`src/rtl/cfgbank_pkg.sv`:
```
package cfgbank_pkg;

  localparam int REG_W  = 8;
  localparam int NSLOT  = 16;

  typedef logic [REG_W-1:0] reg_t;

  typedef enum logic [1:0] {
    RSEL_NONE  = 2'd0,
    RSEL_INDEX = 2'd1,
    RSEL_DATA  = 2'd2
  } rsel_e;

  // Slot s occupies bits [s*8 +: 8]; slot 0 is the rightmost byte.
  localparam logic [NSLOT*REG_W-1:0] SLOT_NUM_V = {
    8'h1C, 8'h1B, 8'h1A, 8'h19, 8'h18, 8'h17, 8'h16, 8'h15,
    8'h14, 8'h13, 8'h12, 8'h11, 8'h10, 8'h07, 8'h06, 8'h05};

  localparam logic [NSLOT*REG_W-1:0] SLOT_MASK_V = {
    8'hB3, 8'hFF, 8'h7F, 8'h7F, 8'hF3, 8'h7F, 8'h7F, 8'h7F,
    8'h7F, 8'h8D, 8'h8D, 8'h8D, 8'h3D, 8'h0F, 8'hBC, 8'h3F};

  localparam logic [NSLOT*REG_W-1:0] SLOT_RST_V = {
    8'h00, 8'h60, 8'h00, 8'h00, 8'h00, 8'h00, 8'h00, 8'h00,
    8'h00, 8'h00, 8'h00, 8'h00, 8'h00, 8'h00, 8'h00, 8'h05};

  function automatic reg_t slot_num(input int s);
    return SLOT_NUM_V[s*REG_W +: REG_W];
  endfunction

  function automatic reg_t slot_mask(input int s);
    return SLOT_MASK_V[s*REG_W +: REG_W];
  endfunction

  function automatic reg_t slot_rst(input int s);
    return SLOT_RST_V[s*REG_W +: REG_W];
  endfunction

  // Slot holding a register number, or -1 when the number is unbacked.
  function automatic int slot_of(input reg_t num);
    int r;
    r = -1;
    for (int s = 0; s < NSLOT; s++) begin
      if (slot_num(s) == num) r = s;
    end
    return r;
  endfunction

  function automatic logic is_backed(input reg_t num);
    return slot_of(num) >= 0;
  endfunction

  function automatic reg_t mask_of(input reg_t num);
    reg_t m;
    m = '0;
    for (int s = 0; s < NSLOT; s++) begin
      if (slot_num(s) == num) m = slot_mask(s);
    end
    return m;
  endfunction

endpackage

```
`src/rtl/cfg_port_decode.sv`:
```
module cfg_port_decode
  import cfgbank_pkg::*;
#(
  parameter int               ADDR_W     = 16,
  parameter logic [ADDR_W-1:0] INDEX_PORT = 16'h0022,
  parameter logic [ADDR_W-1:0] DATA_PORT  = 16'h0023
) (
  input  logic [ADDR_W-1:0] io_addr,
  input  logic              io_wr,
  input  logic              io_rd,
  output logic              idx_we,
  output logic              dat_we,
  output rsel_e             rsel
);

  logic hit_index;
  logic hit_data;

  always_comb begin
    hit_index = (io_addr == INDEX_PORT);
    hit_data  = (io_addr == DATA_PORT);
  end

  always_comb begin
    idx_we = io_wr && hit_index;
    dat_we = io_wr && hit_data;
  end

  always_comb begin
    rsel = RSEL_NONE;
    if (io_rd) begin
      if (hit_index)     rsel = RSEL_INDEX;
      else if (hit_data) rsel = RSEL_DATA;
    end
  end

endmodule

```
`src/rtl/cfg_index_reg.sv`:
```
module cfg_index_reg
  import cfgbank_pkg::*;
(
  input  logic clk,
  input  logic rst_n,
  input  logic we,
  input  reg_t wdata,
  output reg_t idx_q
);

  reg_t idx_d;

  always_comb begin
    idx_d = wdata;
  end

  always_ff @(posedge clk or negedge rst_n) begin
    if (!rst_n)  idx_q <= '0;
    else if (we) idx_q <= idx_d;
  end

endmodule

```
`src/rtl/cfg_reg_slot.sv`:
```
module cfg_reg_slot
  import cfgbank_pkg::*;
#(
  parameter reg_t MASK = 8'hFF,
  parameter reg_t RSTV = 8'h00
) (
  input  logic clk,
  input  logic rst_n,
  input  logic we,
  input  reg_t wdata,
  output reg_t q
);

  reg_t q_d;

  always_comb begin
    q_d = wdata & MASK;
  end

  always_ff @(posedge clk or negedge rst_n) begin
    if (!rst_n)  q <= RSTV & MASK;
    else if (we) q <= q_d;
  end

endmodule

```
`src/rtl/cfg_read_mux.sv`:
```
module cfg_read_mux
  import cfgbank_pkg::*;
(
  input  logic [NSLOT-1:0][REG_W-1:0] slot_q,
  input  reg_t                        idx_q,
  input  rsel_e                       rsel,
  output reg_t                        rdata
);

  reg_t sel_val;

  always_comb begin
    sel_val = '0;
    for (int s = 0; s < NSLOT; s++) begin
      if (idx_q == slot_num(s)) sel_val = slot_q[s];
    end
  end

  always_comb begin
    unique case (rsel)
      RSEL_INDEX: rdata = '1;
      RSEL_DATA:  rdata = sel_val;
      default:    rdata = '0;
    endcase
  end

endmodule

```
`src/rtl/cfg_regbank.sv`:
```
module cfg_regbank
  import cfgbank_pkg::*;
#(
  parameter int               ADDR_W     = 16,
  parameter logic [ADDR_W-1:0] INDEX_PORT = 16'h0022,
  parameter logic [ADDR_W-1:0] DATA_PORT  = 16'h0023
) (
  input  logic              clk,
  input  logic              rst_n,
  input  logic [ADDR_W-1:0] io_addr,
  input  logic [7:0]        io_wdata,
  input  logic              io_wr,
  input  logic              io_rd,
  output logic [7:0]        io_rdata,
  output logic [7:0]        shadow_seg,
  output logic [7:0]        shadow_rden,
  output logic [7:0]        shadow_wren,
  output logic              a20_fast_en,
  output logic              rst_fast_en
);

  localparam int S_SEG  = slot_of(8'h18);
  localparam int S_RDEN = slot_of(8'h19);
  localparam int S_WREN = slot_of(8'h1A);
  localparam int S_MISC = slot_of(8'h1C);
  localparam int B_A20  = 4;
  localparam int B_RST  = 5;

  logic                        idx_we;
  logic                        dat_we;
  rsel_e                       rsel;
  reg_t                        idx_q;
  logic [NSLOT-1:0][REG_W-1:0] slot_q;

  cfg_port_decode #(
    .ADDR_W    (ADDR_W),
    .INDEX_PORT(INDEX_PORT),
    .DATA_PORT (DATA_PORT)
  ) u_dec (
    .io_addr(io_addr),
    .io_wr  (io_wr),
    .io_rd  (io_rd),
    .idx_we (idx_we),
    .dat_we (dat_we),
    .rsel   (rsel)
  );

  cfg_index_reg u_idx (
    .clk  (clk),
    .rst_n(rst_n),
    .we   (idx_we),
    .wdata(io_wdata),
    .idx_q(idx_q)
  );

  for (genvar s = 0; s < NSLOT; s++) begin : g_slot
    logic slot_we;
    always_comb slot_we = dat_we && (idx_q == slot_num(s));

    cfg_reg_slot #(
      .MASK(slot_mask(s)),
      .RSTV(slot_rst(s))
    ) u_slot (
      .clk  (clk),
      .rst_n(rst_n),
      .we   (slot_we),
      .wdata(io_wdata),
      .q    (slot_q[s])
    );
  end

  cfg_read_mux u_rmux (
    .slot_q(slot_q),
    .idx_q (idx_q),
    .rsel  (rsel),
    .rdata (io_rdata)
  );

  always_comb begin
    shadow_seg  = slot_q[S_SEG];
    shadow_rden = slot_q[S_RDEN];
    shadow_wren = slot_q[S_WREN];
    a20_fast_en = slot_q[S_MISC][B_A20];
    rst_fast_en = slot_q[S_MISC][B_RST];
  end

endmodule

```
`config.mk`:
```
export PLATFORM = sky130hd
export DESIGN_NAME = cfg_regbank
export DESIGN_NICKNAME = d
export VERILOG_FILES = /design/src/rtl/cfgbank_pkg.sv /design/src/rtl/cfg_port_decode.sv /design/src/rtl/cfg_index_reg.sv /design/src/rtl/cfg_reg_slot.sv /design/src/rtl/cfg_read_mux.sv /design/src/rtl/cfg_regbank.sv
export SDC_FILE = /design/constraint.sdc
export NUM_CORES = 1
export LEC_CHECK = 0
export BUFFER_PORTS_ARGS = -buffer_cell sky130_fd_sc_hd__buf_2
export CORE_ASPECT_RATIO = 0.75
export CORE_UTILIZATION = 40
export CTS_CLUSTER_DIAMETER = 40
export DETAILED_ROUTE_END_ITERATION = 12
export GPL_TIMING_DRIVEN = 0
export PLACE_DENSITY = 0.66
export SETUP_SLACK_MARGIN = 0.1
export SLEW_MARGIN = 20
export SYNTH_ARGS = -nofsm -noshare
export SYNTH_HDL_FRONTEND = slang
export SYNTH_SLANG_ARGS = --single-unit
```
`constraint.sdc`:
```
create_clock -name clk -period 2.8 [get_ports clk]
set_clock_uncertainty 0.1 [all_clocks]
set_input_delay 0 -clock clk [delete_from_list [all_inputs] [get_ports clk]]
set_output_delay 0 -clock clk [all_outputs]
set_load 0.01 [all_outputs]
```
==> results of run 1 <==
==> logic make-up after synthesis <==
logic type,after synthesis
AO/OA/AOI/OAI,92
buffers and inverters,36
flip-flops,101
multiplexers,111
other,1
AND/OR/NAND/NOR,102
==> cell usage after synthesis, types with 2 or more instances <==
cell | number | area share
dfrtp_1 | 97 | 0.47
nor2b_1 | 8 | 0.0097
nor4b_1 | 2 | 0.0034
nand2_1 | 21 | 0.015
or2_1 | 2 | 0.0024
buf_4 | 4 | 0.0058
o22ai_1 | 16 | 0.019
mux2i_1 | 6 | 0.012
dfstp_2 | 4 | 0.020
nand3_1 | 9 | 0.0088
a21oi_1 | 22 | 0.021
mux2_2 | 104 | 0.23
nor3_4 | 3 | 0.0095
a221oi_1 | 2 | 0.0034
a31oi_1 | 6 | 0.0073
nor3_1 | 8 | 0.0078
nor3b_1 | 2 | 0.0029
a2bb2oi_1 | 5 | 0.0085
clkbuf_1 | 24 | 0.018
a22oi_1 | 4 | 0.0058
nor2_2 | 4 | 0.0049
o41ai_1 | 2 | 0.0034
buf_2 | 6 | 0.0058
a211oi_1 | 5 | 0.0073
o21ai_0 | 22 | 0.021
nor2_1 | 23 | 0.017
nand2b_1 | 5 | 0.0061
a21boi_0 | 2 | 0.0029
nor4_2 | 2 | 0.0049
and3_1 | 2 | 0.0024
nor4_1 | 2 | 0.0024
nor3_2 | 3 | 0.0058
o22a_1 | 2 | 0.0034
==> registers in the layout, indices dropped and copies added (netlist names) <==
name	flops
u_idx.idx_q	8
g_slot.u_slot.q	93
==> power by group through the flow <==
stage	clock, uW	sequential (uW)	combinational, uW
4_1_cts	1260	1460	111
3_5_place_dp	0	1490	101
3_3_place_gp	0	1490	92.3
2_1_floorplan	0	1490	22.2
6_report	1250	1460	111
5_1_grt	1310	1460	121
==> per-layer routing <==
layer,GRT usage,part of all wire,up-vias,wire length (um)
met5,0,0,-,0
met4,0.0734,0.015,0,235
met3,0.0505,0.073,19,1140
met2,0.360,0.44,193,6810
met1,0.365,0.47,2126,7380
li1,-,-,1818,-
==> placed cells by master (no fill, tap or decap), types with 5 or more instances in the layout <==
cell type      count
a211oi_1           5
a21oi_1           21
a2bb2oi_1          5
a31oi_1            6
buf_2             59
buf_4             18
buf_6              5
clkbuf_1          16
clkbuf_16          9
clkbuf_2           6
dfrtp_1           95
dlygate4sd3_1      9
mux2_2           104
mux2i_1            6
nand2_1           18
nand2b_1           5
nand3_1            9
nor2_1            18
nor2_2             7
nor2b_1            7
nor3_1             8
o21ai_0           19
o22ai_1           11
o22ai_2            5
==> repair_timing <==
action	4_1_cts	5_1_grt
pin swaps	7	2
endpoints found under the hold margin	140	0
setup buffers	9	2
endpoints found under the setup margin	29	33
resized for setup	30	23
hold buffers	9	0
cloned	0	0
==> layout make-up <==
class | count | area, um^2 | area share
Clock buffer | 12 | 246 | 0.0391
Clock inverter | 4 | 50.0 | 0.00795
Tap cell | 166 | 208 | 0.0330
Inverter | 1 | 3.75 | 0.000596
Timing Repair Buffer | 78 | 492 | 0.0781
Buffer | 35 | 203 | 0.0322
Multi-Input combinational cell | 309 | 2560 | 0.407
Sequential cell | 101 | 2530 | 0.403
==> path summary, 6_finish.rpt <==
| check | from | end | slack, ns | depth (start not counted) |
|---|---|---|---|---|
| max in group asynchronous | rst_n | g_slot[0].u_slot.q[0] | 1.85 | 3 |
| worst min-delay path | rst_n | g_slot[13].u_slot.q[1] | 0.07 | 2 |
| worst min register to register | g_slot[1].u_slot.q[3] | g_slot[1].u_slot.q[3] | 0.40 | 1 |
| min in group clk | io_addr[0] | g_slot[3].u_slot.q[0] | 0.20 | 4 |
| worst max-delay path | u_idx.idx_q[7] | io_rdata[4] | -0.05 | 10 |
| worst max register to register | u_idx.idx_q[7] | g_slot[3].u_slot.q[4] | 0.16 | 7 |
==> through the flow <==
step / setup slack, ns / util
floorplan: 0.493 / -
CTS: -0.0550 / 0.502
global placement: -0.105 / 0.455
detailed placement: -0.0999 / 0.458
global route: -0.130 / 0.508
finish: -0.0508 / 0.508
==> results by group, run 1 <==
Outcome
  – Status: complete, but fails checks
  – Violated checks: negative setup slack

Clock tree
  – Clk slew on worst S/H paths: 0.07 ns
  – TritonCTS Sinks: 101
  – CTS Buffer Depth: 2
  – CTS tree: built
  – Num CTS Buffers: 9
  – Htree depth: 3
  – CTS root buffer: clkbuf_16
  – Worst skew pair latency: about 0.34 ns

Synthesis
  – #FFs+latches synth: approximately 100
  – Largest family of logic cells by synthesized area: multiplexers
  – Synth Instances: approximately 440
  – Multiplexer share of the synthesized area: 0.244
  – Compound-Gate Fraction of Synth Area: 0.114
  – Post-synth cell types: 47
  – Simple-gate share of the synthesized area: 0.116
  – Most used DFF post-synth: dfrtp_1
  – Synth Area in XOR/XNOR: 0
  – Async SR Flop Fraction: 1.00
  – Mapped Avg Cell Area: ~12 um^2
  – Post-synth EDFFs: 0
  – Synthesized-area fraction occupied by adder cells: 0
  – Synth warn: 0
  – Sequential share of the synthesized area: 0.493
  – Mapped cell area: ~0.0051 mm^2

Global routing
  – Tot GR Track Use: 0.245
  – Grt total ovfl: 0
  – First-pass GRT wire length: roughly 24000 um
  – Initial antenna violation count: 0
  – Largest net degree at the start of global routing: 53
  – Vias in the first global route: around 4.2k

Timing
  – Min cycle time layout: between 2 and 3 ns
  – Slew Viols, Final: 0
  – Setup tns final: -0.0794 ns
  – Max Clk Rate: around 350 MHz
  – Final WS setup: -0.0508 ns
  – Final Cycle Share: 1.02
  – RSZ-0062 raised after global routing: yes
  – Slew @ Worst Pin: between 0.8 and 0.9 ns
  – Worst slew margin: 0.467
  – Final hold slack: slightly below 0.07 ns
  – Final hold vios: 0
  – Final setup violation count: 3

Floorplan
  – Core area: about 0.012 mm^2
  – Chip width: about 130 um
  – Die area: approximately 0.013 mm^2
  – Vert. Die Dim: about 100 um
  – Rows: 35
  – Initial Util: 0.414
  – IO Pins: just over 60

Power
  – Power Internal: around 2200 uW
  – Comb pwr share: 0.039
  – Clock network fraction of total power: 0.443
  – Net Switching: between 600 and 700 uW
  – VDD IR max: 0.365 mV
  – Leak: between 0.002 and 0.003 uW
  – Pwr/cell area: ~450 mW/mm^2
  – Flop pwr share: 0.517
  – Total power: 2820 uW
  – Switch share: 0.216

Drt
  – Post-route ant nets: 0
  – DRT Pass-1 Iters: 4
  – Via/cell ratio: 5.89
  – Vias: about 4.2k
  – DRC viols: 0
  – DRT Wirelength: 15600 um
  – Starting DRT DRC Count: 310
  – Routed len/inst: around 22 um

Critical path
  – Slowest stage delay, CP: between 0.5 and 0.6 ns
  – Cell chain of the critical path: or4b_4 -> buf_6 -> or2_1 -> buf_6 -> o32ai_2 -> nor2_1 -> a21oi_2 -> o22ai_2 -> a211oi_2 -> buf_2
  – Setup crit end kind: output pin
  – Critical path arrival: roughly 2.8 ns
  – Most used cell, CP: buf_6
  – Max FO, Critical Path: 5
  – CP Launch Type: register
  – CP Class: register to output pin
  – Critical path's top delay family: simple AND/OR/NAND/NOR gates
  – Buffers & Inverters on Critical Path: 3
  – Worst Path Required: between 2 and 3 ns
  – Slowest stage cell, crit path: or4b_4

Placement
  – Placed cell areas: around 0.0057 mm^2
  – Hpwl dp: about 11000 um
  – DP Cell Count: 670
  – GP Congestion: ~0.89
  – Port Buffers: 57

Layout
  – ANT cells: 0
  – Total Nets Final: 563
  – Area Overhead vs Synth: 22.6%
  – Post-route cell area: between 0.006 and 0.007 mm^2
  – Fillers: approximately 1.1k
  – Post-Layout Cell Count: a little over 700
  – Share of layout cells above drive strength 1: 0.465

Min path
  – Worst hold path class: primary input to async pin

Job
  – Max-cap violation count: 0
(Power assumes the default switching activity.)
==> run 2: changes to the inputs <==
--- a/config.mk
+++ b/config.mk
@@ -12,6 +12,7 @@
 export DETAILED_ROUTE_END_ITERATION = 12
 export GPL_TIMING_DRIVEN = 0
 export PLACE_DENSITY = 0.66
+export REMOVE_ABC_BUFFERS = 1
 export SETUP_SLACK_MARGIN = 0.1
 export SLEW_MARGIN = 20
 export SYNTH_ARGS = -nofsm -noshare
==> results by group, run 2 (synthesis gave the netlist of run 1 again) <==
Outcome
  – Status: finished, final reports clean

Floorplan
  – Initial Util: 0.414 (unchanged)
  – IO Pins: 62 (unchanged)
  – Vert. Die Dim: 100 um (unchanged)
  – Rows: 35 (unchanged)
  – Die area: 0.0133 mm^2 (unchanged)
  – Chip width: 133 um (unchanged)
  – Core area: 0.0124 mm^2 (unchanged)

Clock tree
  – CTS tree: built
  – Htree depth: 3 (unchanged)
  – Num CTS Buffers: 9 (unchanged)
  – Clk slew on worst S/H paths: 0.07 ns (about the same)
  – Worst skew pair latency: 0.35 ns (about the same)
  – CTS root buffer: clkbuf_16
  – TritonCTS Sinks: 101 (unchanged)
  – CTS Buffer Depth: 2 (unchanged)

Global routing
  – Grt total ovfl: 0 (unchanged)
  – First-pass GRT wire length: 22100 um (-8.9%)
  – Vias in the first global route: 3810 (-8.6%)
  – Largest net degree at the start of global routing: 71 (+34%)
  – Initial antenna violation count: 0 (unchanged)
  – Tot GR Track Use: 0.222 (-0.0235)

Timing
  – Slew Viols, Final: 0 (unchanged)
  – Final hold vios: 0 (unchanged)
  – Max Clk Rate: 367 MHz (+4.7%)
  – Final setup violation count: 0 (-3)
  – Min cycle time layout: 2.72 ns (-0.128 ns)
  – Final WS setup: 0.0770 ns (+0.128 ns)
  – Slew @ Worst Pin: 0.766 ns (-0.0339 ns)
  – Final Cycle Share: 0.973 (-0.0456)
  – RSZ-0062 raised after global routing: yes
  – Worst slew margin: 0.486 (+0.0198)

Critical path
  – Worst path depth: 7 (-3)
  – Setup crit start: u_idx.idx_q[7]
  – Critical path arrival: 2.62 ns (-0.13 ns)
  – Slowest stage cell, crit path: or4b_4
  – Reg2reg end: g_slot[7].u_slot.q[3]
  – Critical path's top delay family: simple AND/OR/NAND/NOR gates
  – Buffers & Inverters on Critical Path: 1 (-2)
  – Max FO, Critical Path: 7 (+2)
  – Setup crit end kind: output pin
  – Cell chain of the critical path: or4b_4 -> nor2_2 -> and3_2 -> a211oi_1 -> o21ai_1 -> a31oi_1 -> buf_2
  – Reg2Reg Setup Slack: 0.20 ns (+0.04 ns)
  – CP Class: register to output pin
  – Slowest stage delay, CP: 0.64 ns (+0.10 ns)
  – Setup crit end: io_rdata[1]
  – Reg2reg start: u_idx.idx_q[7]
  – Worst Path Required: 2.70 ns (about the same)
  – CP Launch Type: register
  – Worst Reg-to-Reg Cells: 5 (-2)

Drt
  – Starting DRT DRC Count: 325 (+4.8%)
  – DRT Pass-1 Iters: 4 (unchanged)
  – Met3 routed WL: 1160 um (+2.1%)
  – Post-route ant nets: 0 (unchanged)
  – DRT Wirelength: 14300 um (-8.2%)
  – Met2 WL: 6110 um (-10%)
  – Via/cell ratio: 5.89 (+0.12%)
  – Routed len/inst: 21.4 um (-3.1%)
  – Vias: 3943 (-5.1%)
  – Uppermost layer routed: met4
  – M1 WL: 6870 um (-6.9%)
  – DRC viols: 0 (unchanged)

Job
  – Max-cap violation count: 0 (unchanged)

Layout
  – Most frequent cells in the layout: 104 x mux2_2, 90 x dfrtp_1, 56 x buf_2
  – Reg with most FFs: g_slot.u_slot.q
  – Biggest regs: g_slot.u_slot.q: 93 flops, u_idx.idx_q: 8 flops
  – Total Nets Final: 526 (-6.6%)
  – Commonest non-fill, non-tap cell in the layout: mux2_2
  – Share of layout cells above drive strength 1: 0.477 (+0.0123)
  – Fillers: 1122 (-0.97%)
  – Max reg flops: 93 (unchanged)
  – Area Overhead vs Synth: 18.8%
  – Post-route cell area: 0.00610 mm^2 (-3.1%)
  – ANT cells: 0 (unchanged)

Min path
  – Worst hold path class: primary input to register

Power
  – Total power: 2770 uW (-1.6%)
  – Leak: 0.00287 uW (-3.8%)
  – Switch share: 0.243 (+0.0271)
  – Clock network fraction of total power: 0.438 (-0.005)
  – Pwr/cell area: 455 mW/mm^2 (+1.5%)
  – Power Internal: 2100 uW (-5.0%)
  – Flop pwr share: 0.525 (+0.008)
  – Net Switching: 674 uW (+11%)
  – VDD IR max: 0.298 mV (-18%)
  – Comb pwr share: 0.036 (-0.003)

Placement
  – Pre-CTS WS: -0.493 ns (-0.393 ns)
  – Placed cell areas: 0.00553 mm^2 (-2.6%)
  – Hpwl dp: 9340 um (-13%)
  – GP Congestion: 0.831 (-6.7%)
  – Port Buffers: 57 (unchanged)
[run 2: final cells by class]
class | instances | area (um^2) | area share
clock buffers | 9 | 225 | 0.0369
clock inverters | 7 | 55.1 | 0.00903
inverters | 1 | 3.75 | 0.000615
multi-input cells | 309 | 2580 | 0.423
flip-flops and latches | 101 | 2550 | 0.418
well taps | 166 | 208 | 0.0341
repair buffers | 76 | 477 | 0.0782
[run 2: through the flow]
stage                      util  hold slack, ns  std cells  setup TNS [ns]
final                     0.492          0.0423        669               0
after global routing      0.492          0.0564        669               0
after CTS                 0.487          0.0485        667               0
after detailed placement  0.446          -0.196        636          -12.60
after global placement    0.442           0.323        634          -88.57
after floorplan               -          -0.396        411           -4.15
[run 2: power by group through the flow]
stage / sequential [uW] / combinational (uW) / clock, uW
final: 1460 / 100 / 1220
after global routing: 1460 / 111 / 1290
after CTS: 1460 / 101 / 1220
after detailed placement: 1490 / 93.1 / 0
after global placement: 1490 / 85.2 / 0
after floorplan: 1490 / 8.36 / 0
[run 2: worst min path at each step]
stage	start	to	slack, ns	cells past startpoint
after global placement	io_wdata[7]	u_idx.idx_q[7]	0.32	2
final	io_wdata[4]	g_slot[14].u_slot.q[4]	0.04	2
after CTS	io_wdata[4]	g_slot[14].u_slot.q[4]	0.05	2
after global routing	io_wdata[4]	g_slot[14].u_slot.q[4]	0.06	2
after floorplan	rst_n	g_slot[0].u_slot.q[1]	-0.40	0
after detailed placement	rst_n	g_slot[12].u_slot.q[6]	-0.20	1
[run 2: routing by layer]
layer  track usage  up-vias
met5             0        -
met4        0.0548        0
met3        0.0515       17
met2         0.311      163
met1         0.341     2022
li1              -     1741
[run 2: worst register-to-register path, cell delays in order, from the launching register on]
cell,delay (ns)
dfrtp_2,0.44
or4b_4,0.64
or2_4,0.28
buf_4,0.17
nor3_4,0.46
mux2_2,0.40
[run 2: what timing repair did]
item	4_1_cts	5_1_grt
pin swaps	7	5
endpoints found under the setup margin	79	8
hold buffers	6	0
hold endpoints to repair	114	0
setup buffers	9	2
resized for setup	27	16
==> run 3: changes to the inputs <==
--- a/config.mk
+++ b/config.mk
@@ -11,7 +11,7 @@
 export CTS_CLUSTER_DIAMETER = 40
 export DETAILED_ROUTE_END_ITERATION = 12
 export GPL_TIMING_DRIVEN = 0
-export PLACE_DENSITY = 0.66
+export PLACE_DENSITY = 0.69
 export REMOVE_ABC_BUFFERS = 1
 export SETUP_SLACK_MARGIN = 0.1
 export SLEW_MARGIN = 20
==> constraint.sdc (replaced) <==
create_clock -name clk -period 2.43 [get_ports clk]
set_clock_uncertainty 0.1 [all_clocks]
set_input_delay 0 -clock clk [delete_from_list [all_inputs] [get_ports clk]]
set_output_delay 0 -clock clk [all_outputs]
set_load 0.01 [all_outputs]
==> results by group, run 3 (synthesis gave the netlist of run 1 again) <==
Outcome
  – Status: complete, but fails checks
  – Violated checks: negative setup slack

Placement
  – GP Congestion: 0.894 (+7.6%)
  – DP Cell Count: 636 (unchanged)
  – Hpwl dp: 9450 um (+1.2%)
  – Port Buffers: 57 (unchanged)

Drt
  – Post-route ant nets: 0 (unchanged)
  – Vias: 4245 (+7.7%)
  – Routed len/inst: 22.0 um (+3.2%)
  – Starting DRT DRC Count: 357 (+9.8%)
  – DRT Wirelength: 15600 um (+9.0%)
  – Met3 routed WL: 1500 um (+29%)
  – Uppermost layer routed: met4
  – DRC viols: 0 (unchanged)
  – Via/cell ratio: 6.00 (+1.9%)
  – M1 WL: 6980 um (+1.6%)
  – Met2 WL: 6920 um (+13%)
  – DRT Pass-1 Iters: 5 (+1)

Critical path
  – CP Launch Type: register
  – Critical path arrival: 2.58 ns (-0.04 ns)
  – Worst Path Required: 2.33 ns (-0.37 ns)
  – CP Class: register to output pin
  – Setup crit end kind: output pin
  – Max FO, Critical Path: 6 (-1)

Floorplan
  – Chip width: 133 um (unchanged)
  – IO Pins: 62 (unchanged)
  – Vert. Die Dim: 100 um (unchanged)
  – Core area: 0.0124 mm^2 (unchanged)
  – Rows: 35 (unchanged)
  – Die area: 0.0133 mm^2 (unchanged)
  – Initial Util: 0.414 (unchanged)

Layout
  – Reg with most FFs: g_slot.u_slot.q
  – Share of layout cells above drive strength 1: 0.545 (+0.0681)
  – Area Overhead vs Synth: 32.5%
  – Final Core Density: 0.549 (+0.0567)
  – ANT cells: 0 (unchanged)
  – Most frequent cells in the layout: 91 x dfrtp_1, 74 x mux2_2, 56 x buf_2
  – Commonest non-fill, non-tap cell in the layout: dfrtp_1
  – Biggest regs: g_slot.u_slot.q: 93 flops, u_idx.idx_q: 8 flops
  – Total Nets Final: 564 (+7.2%)
  – Post-Layout Cell Count: 707 (+5.7%)
  – Max reg flops: 93 (unchanged)

Global routing
  – First-pass GRT wire length: 23400 um (+5.8%)
  – Grt total ovfl: 0 (unchanged)
  – Vias in the first global route: 4191 (+10%)
  – Tot GR Track Use: 0.233 (+0.0115)
  – Initial antenna violation count: 0 (unchanged)
  – Largest net degree at the start of global routing: 69 (-2.8%)

Clock tree
  – Clk slew on worst S/H paths: 0.07 ns (about the same)
  – TritonCTS Sinks: 101 (unchanged)
  – CTS root buffer: clkbuf_16
  – Num CTS Buffers: 9 (unchanged)
  – Worst skew pair latency: 0.35 ns (about the same)
  – CTS tree: built
  – CTS Buffer Depth: 2 (unchanged)
  – Htree depth: 3 (unchanged)

Timing
  – Min cycle time layout: approximately 2.7 ns
  – Slew Viols, Final: 0 (unchanged)
  – Final WS setup: -0.251 ns (-0.328 ns)
  – Max Clk Rate: 373 MHz
  – Final setup violation count: 33 (+33)
  – RSZ-0062 raised after global routing: yes
  – Slew @ Worst Pin: 0.579 ns (-0.187 ns)
  – Final Cycle Share: 1.10
  – Final hold vios: 0 (unchanged)
  – Worst slew margin: 0.611 (+0.124)

Min path
  – Worst hold path class: primary input to register

Job
  – Max-cap violation count: 0 (unchanged)

Power
  – VDD IR max: 0.372 mV (+25%)
  – Leak: 0.00315 uW (+9.7%)
  – Pwr/cell area: 471 mW/mm^2 (+3.5%)
==> run 3: cell types whose count changed in the layout (fill, tap and decap cells not counted), moves of 6 or more <==
cell,before,now
mux2_2,104,74
o21ai_0,19,12
buf_4,10,29
buf_6,3,16
mux2_4,0,30
nor2_4,1,7
==> run 3: repair_timing <==
| item | in CTS | in global routing |
|---|---|---|
| hold buffers | 6 | 0 |
| cloned | 0 | 0 |
| setup buffers | 31 | 18 |
| gates resized for setup | 73 | 56 |
| setup endpoints to repair | 101 | 81 |
| pin swaps | 12 | 18 |
| hold endpoints to repair | 117 | 0 |
==> run 3: layout make-up <==
class                   instances  area [um^2]
fillers                      1012         5590
multi-input cells             309         2880
flip-flops and latches        101         2550
repair buffers                114          876
clock buffers                   9          225
well taps                     166          208
clock inverters                 7         56.3
inverters                       1         3.75
==> run 3: routing by layer <==
| layer | up-vias | track usage |
|---|---|---|
| li1 | 1817 | - |
| met1 | 2179 | 0.328 |
| met2 | 223 | 0.343 |
| met3 | 26 | 0.0773 |
| met4 | 0 | 0.0645 |
| met5 | - | 0 |
==> run 3: critical path: stages, from the launching register on <==
cell and delay (ns):
dfrtp_2 0.44, or4b_4 0.59, buf_4 0.19, nor2_4 0.23
buf_4 0.16, nand3_1 0.07, a21boi_1 0.14, o22ai_1 0.10
a21oi_1 0.15, buf_2 0.16
==> run 3: per-stage QoR <==
step	power, uW	hold slack (ns)	instance area [um^2]	worst slack, ns	setup TNS (ns)
after global placement	1810	0.319	5480	-2.27	-129.80
final	3200	0.0680	6800	-0.251	-3.74
after CTS	3210	0.0447	6390	-0.258	-1.24
after detailed placement	1820	-0.187	5530	-0.819	-50.03
after floorplan	1720	-0.396	4980	-0.547	-18.37
after global routing	3280	0.0586	6800	-0.329	-5.79
==> run 3: worst paths after layout <==
path / startpoint / end / slack (ns) / cells past startpoint
max in group asynchronous: rst_n / g_slot[12].u_slot.q[2] / 0.75 / 4
worst min-delay path: io_wdata[5] / g_slot[14].u_slot.q[5] / 0.07 / 2
worst max register to register: u_idx.idx_q[6] / g_slot[11].u_slot.q[7] / -0.18 / 9
min in group asynchronous: rst_n / g_slot[12].u_slot.q[5] / 0.51 / 3
worst min register to register: g_slot[7].u_slot.q[3] / g_slot[7].u_slot.q[3] / 0.40 / 1
worst max-delay path: u_idx.idx_q[6] / io_rdata[7] / -0.25 / 9
==> run 3: report_power, final <==
group / internal (uW) / switching, uW
logic: 33.1 / 85.9
clock network: 708 / 695
registers: 1680 / 0.181
